**src/rtl/afx_pkg.sv**
```systemverilog
package afx_pkg;
  localparam int AFX_DW  = 8;
  localparam int AFX_AW  = 7;
  localparam int AFX_PCW = 15;
  localparam int AFX_JLW = 11;
  localparam int AFX_PLW = 7;
  localparam int AFX_PGW = AFX_PCW - AFX_JLW;

  typedef enum logic [2:0] {
    AFX_DECSKZ = 3'd0,
    AFX_INC    = 3'd1,
    AFX_INCSKZ = 3'd2,
    AFX_ORLIT  = 3'd3,
    AFX_ORFILE = 3'd4,
    AFX_JUMP   = 3'd5,
    AFX_RSV6   = 3'd6,
    AFX_RSV7   = 3'd7
  } afx_op_e;

  function automatic logic [AFX_DW-1:0] afx_dec(input logic [AFX_DW-1:0] v);
    return v - AFX_DW'(1);
  endfunction

  function automatic logic [AFX_DW-1:0] afx_inc(input logic [AFX_DW-1:0] v);
    return v + AFX_DW'(1);
  endfunction

  function automatic logic [AFX_DW-1:0] afx_or(input logic [AFX_DW-1:0] a,
                                               input logic [AFX_DW-1:0] b);
    return a | b;
  endfunction

  function automatic logic afx_is_zero(input logic [AFX_DW-1:0] v);
    return (v == '0);
  endfunction

  function automatic logic [AFX_PCW-1:0] afx_pc_step(input logic [AFX_PCW-1:0] pc);
    return pc + AFX_PCW'(1);
  endfunction

  function automatic logic [AFX_PCW-1:0] afx_jump_target(input logic [AFX_JLW-1:0] k,
                                                         input logic [AFX_PLW-1:0] pl);
    return {pl[AFX_PLW-1 -: AFX_PGW], k};
  endfunction
endpackage

```
**src/rtl/afx_regfile.sv**
```systemverilog
module afx_regfile #(
  parameter int DW = afx_pkg::AFX_DW,
  parameter int AW = afx_pkg::AFX_AW
) (
  input  logic          clk,
  input  logic          we,
  input  logic [AW-1:0] addr,
  input  logic [DW-1:0] wdata,
  output logic [DW-1:0] rdata
);
  localparam int DEPTH = 1 << AW;

  logic [DW-1:0] mem [DEPTH];

  assign rdata = mem[addr];

  always_ff @(posedge clk) begin
    if (we) mem[addr] <= wdata;
  end
endmodule

```
**src/rtl/afx_alu.sv**
```systemverilog
module afx_alu
  import afx_pkg::*;
#(
  parameter int DW = AFX_DW
) (
  input  afx_op_e       op,
  input  logic [DW-1:0] fval,
  input  logic [DW-1:0] wval,
  input  logic [DW-1:0] lit,
  input  logic          dst,
  output logic [DW-1:0] res,
  output logic          wr_w,
  output logic          wr_f,
  output logic          upd_z,
  output logic          skip_hit,
  output logic          is_jump
);
  always_comb begin
    res      = '0;
    wr_w     = 1'b0;
    wr_f     = 1'b0;
    upd_z    = 1'b0;
    skip_hit = 1'b0;
    is_jump  = 1'b0;
    unique case (op)
      AFX_DECSKZ: begin
        res      = afx_dec(fval);
        wr_w     = !dst;
        wr_f     = dst;
        skip_hit = afx_is_zero(res);
      end
      AFX_INC: begin
        res   = afx_inc(fval);
        wr_w  = !dst;
        wr_f  = dst;
        upd_z = 1'b1;
      end
      AFX_INCSKZ: begin
        res      = afx_inc(fval);
        wr_w     = !dst;
        wr_f     = dst;
        skip_hit = afx_is_zero(res);
      end
      AFX_ORLIT: begin
        res   = afx_or(wval, lit);
        wr_w  = 1'b1;
        upd_z = 1'b1;
      end
      AFX_ORFILE: begin
        res   = afx_or(wval, fval);
        wr_w  = !dst;
        wr_f  = dst;
        upd_z = 1'b1;
      end
      AFX_JUMP: is_jump = 1'b1;
      default: ;
    endcase
  end

  // OR with literal never targets a file register
  always_comb begin
    if (op == AFX_ORLIT) a_orlit_no_file_r7: assert (!wr_f);
  end
endmodule

```
**src/rtl/afx_seq.sv**
```systemverilog
module afx_seq
  import afx_pkg::*;
#(
  parameter int PCW = AFX_PCW,
  parameter int JLW = AFX_JLW,
  parameter int PLW = AFX_PLW
) (
  input  logic           clk,
  input  logic           rst,
  input  logic           iss_valid,
  input  logic           is_jump,
  input  logic           skip_hit,
  input  logic [JLW-1:0] jlit,
  input  logic [PLW-1:0] page,
  output logic           iss_ready,
  output logic           busy,
  output logic           exec,
  output logic           squash,
  output logic [PCW-1:0] pc
);
  logic accept;
  logic skip_pend;
  logic jmp_hold;

  assign iss_ready = !jmp_hold;
  assign busy      = skip_pend | jmp_hold;
  assign accept    = iss_valid & iss_ready;
  assign exec      = accept & !skip_pend;
  assign squash    = accept & skip_pend;

  always_ff @(posedge clk) begin
    if (rst) begin
      pc        <= '0;
      skip_pend <= 1'b0;
      jmp_hold  <= 1'b0;
    end else begin
      if (accept) skip_pend <= exec & skip_hit;
      jmp_hold <= exec & is_jump;
      if (exec && is_jump) pc <= afx_jump_target(jlit, page);
      else if (accept)     pc <= afx_pc_step(pc);
    end
  end

  // state leaves reset cleared
  p_reset_state_r1: assert property (@(posedge clk) disable iff (rst)
    $past(rst) |-> (pc == '0 && !busy && iss_ready));
  // jump target and hold cycle
  p_jump_target_r8: assert property (@(posedge clk) disable iff (rst)
    (exec && is_jump) |=> (pc == {$past(page[PLW-1 -: PCW-JLW]), $past(jlit)}));
  p_jump_hold_r8: assert property (@(posedge clk) disable iff (rst)
    (exec && is_jump) |=> (!iss_ready && busy));
  p_hold_pc_r8: assert property (@(posedge clk) disable iff (rst)
    jmp_hold |=> $stable(pc));
  // non-jump acceptance steps the PC
  p_pc_step_r9: assert property (@(posedge clk) disable iff (rst)
    (accept && !(exec && is_jump)) |=> (pc == $past(pc) + PCW'(1)));
  // zero result leaves a pending skip
  p_skip_arm_r3: assert property (@(posedge clk) disable iff (rst)
    (exec && skip_hit) |=> busy);
  // pending skip waits for the next offered operation
  p_skip_wait_r11: assert property (@(posedge clk) disable iff (rst)
    (skip_pend && !iss_valid) |=> (busy && $stable(pc)));
endmodule

```
**src/rtl/afx_exec_unit.sv**
```systemverilog
module afx_exec_unit
  import afx_pkg::*;
#(
  parameter int DW  = AFX_DW,
  parameter int AW  = AFX_AW,
  parameter int PCW = AFX_PCW,
  parameter int JLW = AFX_JLW,
  parameter int PLW = AFX_PLW
) (
  input  logic           clk,
  input  logic           rst,
  input  logic           iss_valid,
  output logic           iss_ready,
  input  logic [2:0]     iss_op,
  input  logic [AW-1:0]  iss_fa,
  input  logic           iss_dst,
  input  logic [JLW-1:0] iss_lit,
  input  logic [PLW-1:0] page_latch,
  output logic [PCW-1:0] pc_o,
  output logic [DW-1:0]  acc_o,
  output logic           zero_o,
  output logic           busy_o
);
  afx_op_e       op_e;
  logic [DW-1:0] fval;
  logic [DW-1:0] res;
  logic          wr_w, wr_f, upd_z, skip_hit, is_jump;
  logic          exec, squash;
  logic          w_we, f_we, z_we;
  logic [DW-1:0] acc_q;
  logic          z_q;

  assign op_e = afx_op_e'(iss_op);

  afx_regfile #(.DW(DW), .AW(AW)) u_rf (
    .clk   (clk),
    .we    (f_we),
    .addr  (iss_fa),
    .wdata (res),
    .rdata (fval)
  );

  afx_alu #(.DW(DW)) u_alu (
    .op       (op_e),
    .fval     (fval),
    .wval     (acc_q),
    .lit      (iss_lit[DW-1:0]),
    .dst      (iss_dst),
    .res      (res),
    .wr_w     (wr_w),
    .wr_f     (wr_f),
    .upd_z    (upd_z),
    .skip_hit (skip_hit),
    .is_jump  (is_jump)
  );

  afx_seq #(.PCW(PCW), .JLW(JLW), .PLW(PLW)) u_seq (
    .clk       (clk),
    .rst       (rst),
    .iss_valid (iss_valid),
    .is_jump   (is_jump),
    .skip_hit  (skip_hit),
    .jlit      (iss_lit),
    .page      (page_latch),
    .iss_ready (iss_ready),
    .busy      (busy_o),
    .exec      (exec),
    .squash    (squash),
    .pc        (pc_o)
  );

  assign w_we = exec & wr_w;
  assign f_we = exec & wr_f;
  assign z_we = exec & upd_z;

  always_ff @(posedge clk) begin
    if (rst) begin
      acc_q <= '0;
      z_q   <= 1'b0;
    end else begin
      if (w_we) acc_q <= res;
      if (z_we) z_q   <= afx_is_zero(res);
    end
  end

  assign acc_o  = acc_q;
  assign zero_o = z_q;

  // accumulator and flag clear after reset
  p_reset_acc_r1: assert property (@(posedge clk) disable iff (rst)
    $past(rst) |-> (acc_o == '0 && !zero_o));
  // file destination leaves the accumulator alone
  p_file_dst_keeps_w_r2: assert property (@(posedge clk) disable iff (rst)
    (exec && iss_dst && op_e != AFX_ORLIT) |=> $stable(acc_o));
  // skip operations leave the flag alone
  p_skip_keeps_z_r5: assert property (@(posedge clk) disable iff (rst)
    (exec && (op_e == AFX_DECSKZ || op_e == AFX_INCSKZ)) |=> $stable(zero_o));
  // OR with literal leaves the flag matching the accumulator
  p_orlit_z_r6: assert property (@(posedge clk) disable iff (rst)
    (exec && op_e == AFX_ORLIT) |=> (zero_o == (acc_o == '0)));
  // accumulator takes the OR with the literal
  p_orlit_val_r7: assert property (@(posedge clk) disable iff (rst)
    (exec && op_e == AFX_ORLIT) |=> (acc_o == ($past(acc_o) | $past(iss_lit[DW-1:0]))));
  // cancelled slot writes nothing
  p_squash_quiet_r9: assert property (@(posedge clk) disable iff (rst)
    squash |=> ($stable(acc_o) && $stable(zero_o)));
  always_comb begin
    if (squash) a_squash_no_write_r9: assert (!f_we && !w_we && !z_we);
  end
  // reserved codes touch no data state
  p_rsv_quiet_r10: assert property (@(posedge clk) disable iff (rst)
    (exec && (op_e == AFX_RSV6 || op_e == AFX_RSV7)) |=> ($stable(acc_o) && $stable(zero_o)));
endmodule

```
**config.mk**
```make
export PLATFORM = sky130hd
export DESIGN_NAME = afx_exec_unit
export DESIGN_NICKNAME = d
export VERILOG_FILES = /design/src/rtl/afx_pkg.sv /design/src/rtl/afx_regfile.sv /design/src/rtl/afx_alu.sv /design/src/rtl/afx_seq.sv /design/src/rtl/afx_exec_unit.sv
export SDC_FILE = /design/constraint.sdc
export NUM_CORES = 1
export LEC_CHECK = 0
export ABC_AREA = 1
export BUFFER_PORTS_ARGS = -buffer_cell sky130_fd_sc_hd__buf_2
export CAP_MARGIN = 20
export CELL_PAD_IN_SITES_DETAIL_PLACEMENT = 1
export CELL_PAD_IN_SITES_GLOBAL_PLACEMENT = 1
export CORE_MARGIN = 3
export CORE_UTILIZATION = 30
export DETAILED_ROUTE_END_ITERATION = 16
export GPL_TIMING_DRIVEN = 0
export PLACE_DENSITY_LB_ADDON = 0.2
export SLEW_MARGIN = 40
export SYNTH_ARGS = -nofsm -noshare
export SYNTH_HDL_FRONTEND = slang
export SYNTH_HIERARCHICAL = 1
export SYNTH_SLANG_ARGS = --single-unit
export TNS_END_PERCENT = 20
```
**constraint.sdc**
```tcl
create_clock -name clk -period 19.41 [get_ports clk]
set_clock_uncertainty 0.15 [all_clocks]
set_input_delay 4.8525 -clock clk [delete_from_list [all_inputs] [get_ports clk]]
set_output_delay 4.8525 -clock clk [all_outputs]
set_load 0.1 [all_outputs]
```
-- Yosys cells after proc, flatten, opt, wreduce, memory -nomap -nowiden
Memories as Yosys holds them, arrays and structs flattened.
Cells that the tools add are included.
- $add $sub $neg: 3
- multiply operators: 0
- div/mod/pow operators: 0
- $lt $le $gt $ge: 0
- equality and inequality tests: 5
- shifts and indexed selects: 0
- mux-type cells: 10
- bitwise logic cells: 10
- reduce and logical (&&, ||, !) cells: 12
- operator list (kind ; count):
    8-bit case mux with 4 select lines ; 1
    15-bit two-way mux ; 2
    8-bit logical NOT ; 3
    8-bit bitwise OR ; 2
    15-bit by 1-bit adder with 15-bit output, second input constant ; 1
    8-bit by 1-bit adder with 8-bit output, second input constant ; 1
    8-bit by 1-bit subtractor with 8-bit output, second input constant ; 1
    1-bit bitwise AND ; 7
    3-bit by 2-bit == test with 1-bit output, second input constant ; 2
    3-bit == test, second input constant ; 2
    1-bit two-way mux ; 5
    1-bit case mux with 2 select lines ; 2
    4-bit OR reduction ; 1
    3-bit by 1-bit == test with 1-bit output, second input constant ; 1
    1-bit logical NOT ; 3
    3-bit logical NOT ; 1
    3-bit OR reduction ; 1
    2-bit nonzero test ; 1
    2-bit OR reduction ; 1
    1-bit logical AND ; 1
    1-bit bitwise OR ; 1
- bits in registers: 26
- bits in latches: 0
- RAM bits: 1024
- bits in read-only memories: 0
- input port bits: 32
- word-level logic and storage cells: 46
- memories kept: 1
- memory list (memory ; words ; bits a word ; rd ports ; clocked after memory_dff ; write ports ; line ; source):
    u_rf.mem ; 128 ; 8 ; 1 ; 0 ; 1 ; afx_regfile.sv:13 ; logic [DW-1:0] mem [DEPTH];

-- Logic depth before layout (Yosys ltp)
- word-level depth: 6
- depth in mapped cells: 30
- mapped depth without buffers: 27

-- Modules after synthesis
The synthesis kept the hierarchy.
- by module, submodules not included (module ; times used ; cells each ; area each (µm²) ; seq. area each (µm²)):
    afx_regfile ; 1 ; 4394 ; 43815.8 ; 30749.5
    afx_seq ; 1 ; 187 ; 1161.1 ; 340.3
    afx_alu ; 1 ; 153 ; 749.5 ; 0.0
    afx_exec_unit ; 1 ; 50 ; 366.6 ; 180.2

-- Worst setup path before layout
No wires, ideal clock.
- path type: input-to-reg
- from: input iss_fa[0]
- to: memory u_rf/mem[0][6] (netlist bit) (data pin)
- arrival time: 10049 ps
- path slack: 8333 ps
- stages on the path: 23
- path buffers: 3
- cell sequence: buf_4 inv_4 buf_4 buf_2 nand2_1 nand2_1 nand2_1 nand2_1 nand2_1 nand2_1 nand2_1 nand2_1 nor2_1 nor2_1 nor2_1 nand2_1 ha_1 nand2_1 nor2_2 nand2_1 nand2_1 nand2_1 o211ai_1
- word-level cells in the longest chain between the ends: 3
- elaborated cells on any way between the ends: 5
- RTL lines (element ; line ; source):
    start: declaration ; afx_exec_unit.sv:15 ; input logic [AW-1:0] iss_fa,
    memory 128 x 8 bit * ; - ;
    via fval[1] ; afx_exec_unit.sv:25 ; logic [DW-1:0] fval;
    8-bit by 1-bit adder with 8-bit output / 8-bit by 1-bit subtractor with 8-bit output (equally long branches) ; afx_pkg.sv:25, afx_pkg.sv:21 ;
    8-bit case mux with 4 select lines * ; afx_alu.sv:25 ; unique case (op)
    via res[6] ; afx_exec_unit.sv:26 ; logic [DW-1:0] res;
    end: declaration ; afx_regfile.sv:13 ;
The timed path passes the listed nets; every way through them passes the cells marked *.

-- Final worst setup path
- from: input iss_fa[2]
- to: memory u_rf/mem[90][4] (netlist bit) (data pin)
The elaborated chain is that of the path after synthesis.

==> metrics.csv <==
metric,value,unit
initial_core_util,0.303,
fin_crit,10.46,ns
ios,58,
worst_path_most_repeated_cell,buf_2,
grt_pass1_vias,34276,
antenna_found_initial,3,
leakagePower,22.4,nW
min_path_type,flip-flop to flip-flop,
cts_buffers,119,
place_congestion,0.853,
h-tree-depth,3,
hold_viol,0,
start_kind,primary input,
yosysWarningCount,6,
final_util,0.352,
clk_latency,0.74,ns
holdPathStages,2,
busiest_layer,met2,
syn_area,46100,sq um
port_buffers,51,
overflow,0,
placed_area,49800,sq um
ant_nets,0,
grt_first_pass_wirelength,233000,microns
path_class,primary input to flip-flop,
cp.arrival,10.86,ns
totalWireLength,161000,microns
syn_area_per_cell,9.64,sq um
hold_path_end,acc_o[7],
crit_slowest_cell,clkbuf_1,
use_met2,0.335,
grt_use_total,0.202,
final_common_cell,nand2_1,
r2r-start,u_rf/mem[80][0],
slew-limit-headroom,0.381,
grt_use_met3,0.0280,
wl_per_cell,22.4,microns
num_vias,33645,
die_area,158000,sq um
hp-start,acc_o[7],
drt_iter0_drc,2380,
grt_max_degree,41,
final_cell_mix,"2902 x nand2_1, 1024 x edfxtp_1, 248 x buf_2",
rows,143,
reg2reg_depth,28,
clkSlewWorstSetupHoldPaths,0.06,ns
drive_gt1_frac,0.118,
postCtsResizedCells,0,
setup_viol,0,
synth_fp_nets,4820,
maxCapViolCount,0,
drtPass1Iterations,5,
tightest_slew,0.928,ns
status,"complete, no violations",
clockBufferDepth,3,
ctsRootBufferMaster,clkbuf_16,
crit_fanout,10,
peakVddDrop,68.3,uV
period_share,0.539,
dpl.hpwl,115000,microns
design_area,53600,sq um
r2r-end,u_rf/mem[90][4],
cts.sinks,1050,
dieWidth,398,microns
core_area,152000,sq um
use_met1,0.279,
finalPower,0.00531,W
end_kind,flip-flop,
r2r_slack,13.92,ns
cts_tree,done,
slew_violations,0,
rsz0062_at_grt,no,
post_cts_buffers,0,
nets,5081,
ctsHoldBuffers,0,
cp_data_required_time,19.81,ns
critPathMaxStageDelay,0.37,ns
netlist_instances,4783,
drc,0,
fmax,0.0956,GHz
p_per_area,99.0,nW/um^2
die_h,398,microns
synthToLayoutAreaGrowth,16.4,%
via_per_inst,4.69,
## critical path, delay by kind of cell
family,cells,cell delay [ns]
AO/OA/AOI/OAI,1,0.26
AND/OR/NAND/NOR,12,1.91
buffers and inverters,14,3.48
adder cells (fa/ha/maj),1,0.31
## worst max path at each step
| stage | start | end | slack (ns) | cells after the start |
|---|---|---|---|---|
| after detailed placement | iss_fa[2] | u_rf/mem[90][4] | 8.36 | 28 |
| after global routing | iss_fa[2] | u_rf/mem[90][4] | 8.66 | 28 |
| after CTS | iss_fa[2] | u_rf/mem[90][4] | 9.11 | 28 |
| after floorplan | iss_fa[0] | u_rf/mem[0][6] | 8.33 | 23 |
| after global placement | iss_fa[1] | u_rf/mem[87][4] | -0.56 | 20 |
| final | iss_fa[2] | u_rf/mem[90][4] | 8.95 | 28 |
## report_power, final
| part | switching (W) | internal [W] |
|---|---|---|
| Combinational | 0.000417 | 0.000126 |
| Clock | 0.000924 | 0.00127 |
| Sequential | 0.00000249 | 0.00257 |
| Total | 0.00134 | 0.00396 |
## metrics by stage
stage	std cells	setup slack (ns)	TNS [ns]	hold WS, ns
after floorplan	4783	8.33	0	0.341
after global placement	6864	-0.558	-67.11	0.331
after detailed placement	6952	8.36	0	0.330
after CTS	7170	9.11	0	0.340
after global routing	7171	8.66	0	0.369
final	7172	8.95	0	0.335
## flip-flops by register name, summed over array words and instances (netlist names)
| signal | flops |
|---|---|
| u_seq/skip_pend | 1 |
| zero_o | 1 |
| acc_o | 8 |
| u_rf/mem | 1024 |
| u_seq/pc | 15 |
| u_seq/jmp_hold | 1 |
## area by class of cell
type | instances | area (sq um)
Antenna cell | 1 | 2.50
Buffer | 225 | 1200
Clock buffer | 152 | 3120
Clock inverter | 66 | 612
Fill cell | 17329 | 98600
Inverter | 126 | 480
Multi-Input combinational cell | 3382 | 13400
Sequential cell | 1050 | 31300
Tap cell | 2030 | 2540
Timing Repair Buffer | 140 | 1030
## layer usage
metal | part of all wire | up-vias
li1 | - | 15897
met5 | 0 | -
met1 | 0.46 | 16825
met4 | 0.023 | 0
met2 | 0.47 | 735
met3 | 0.045 | 188
Power figures use the tool's default switching activity.
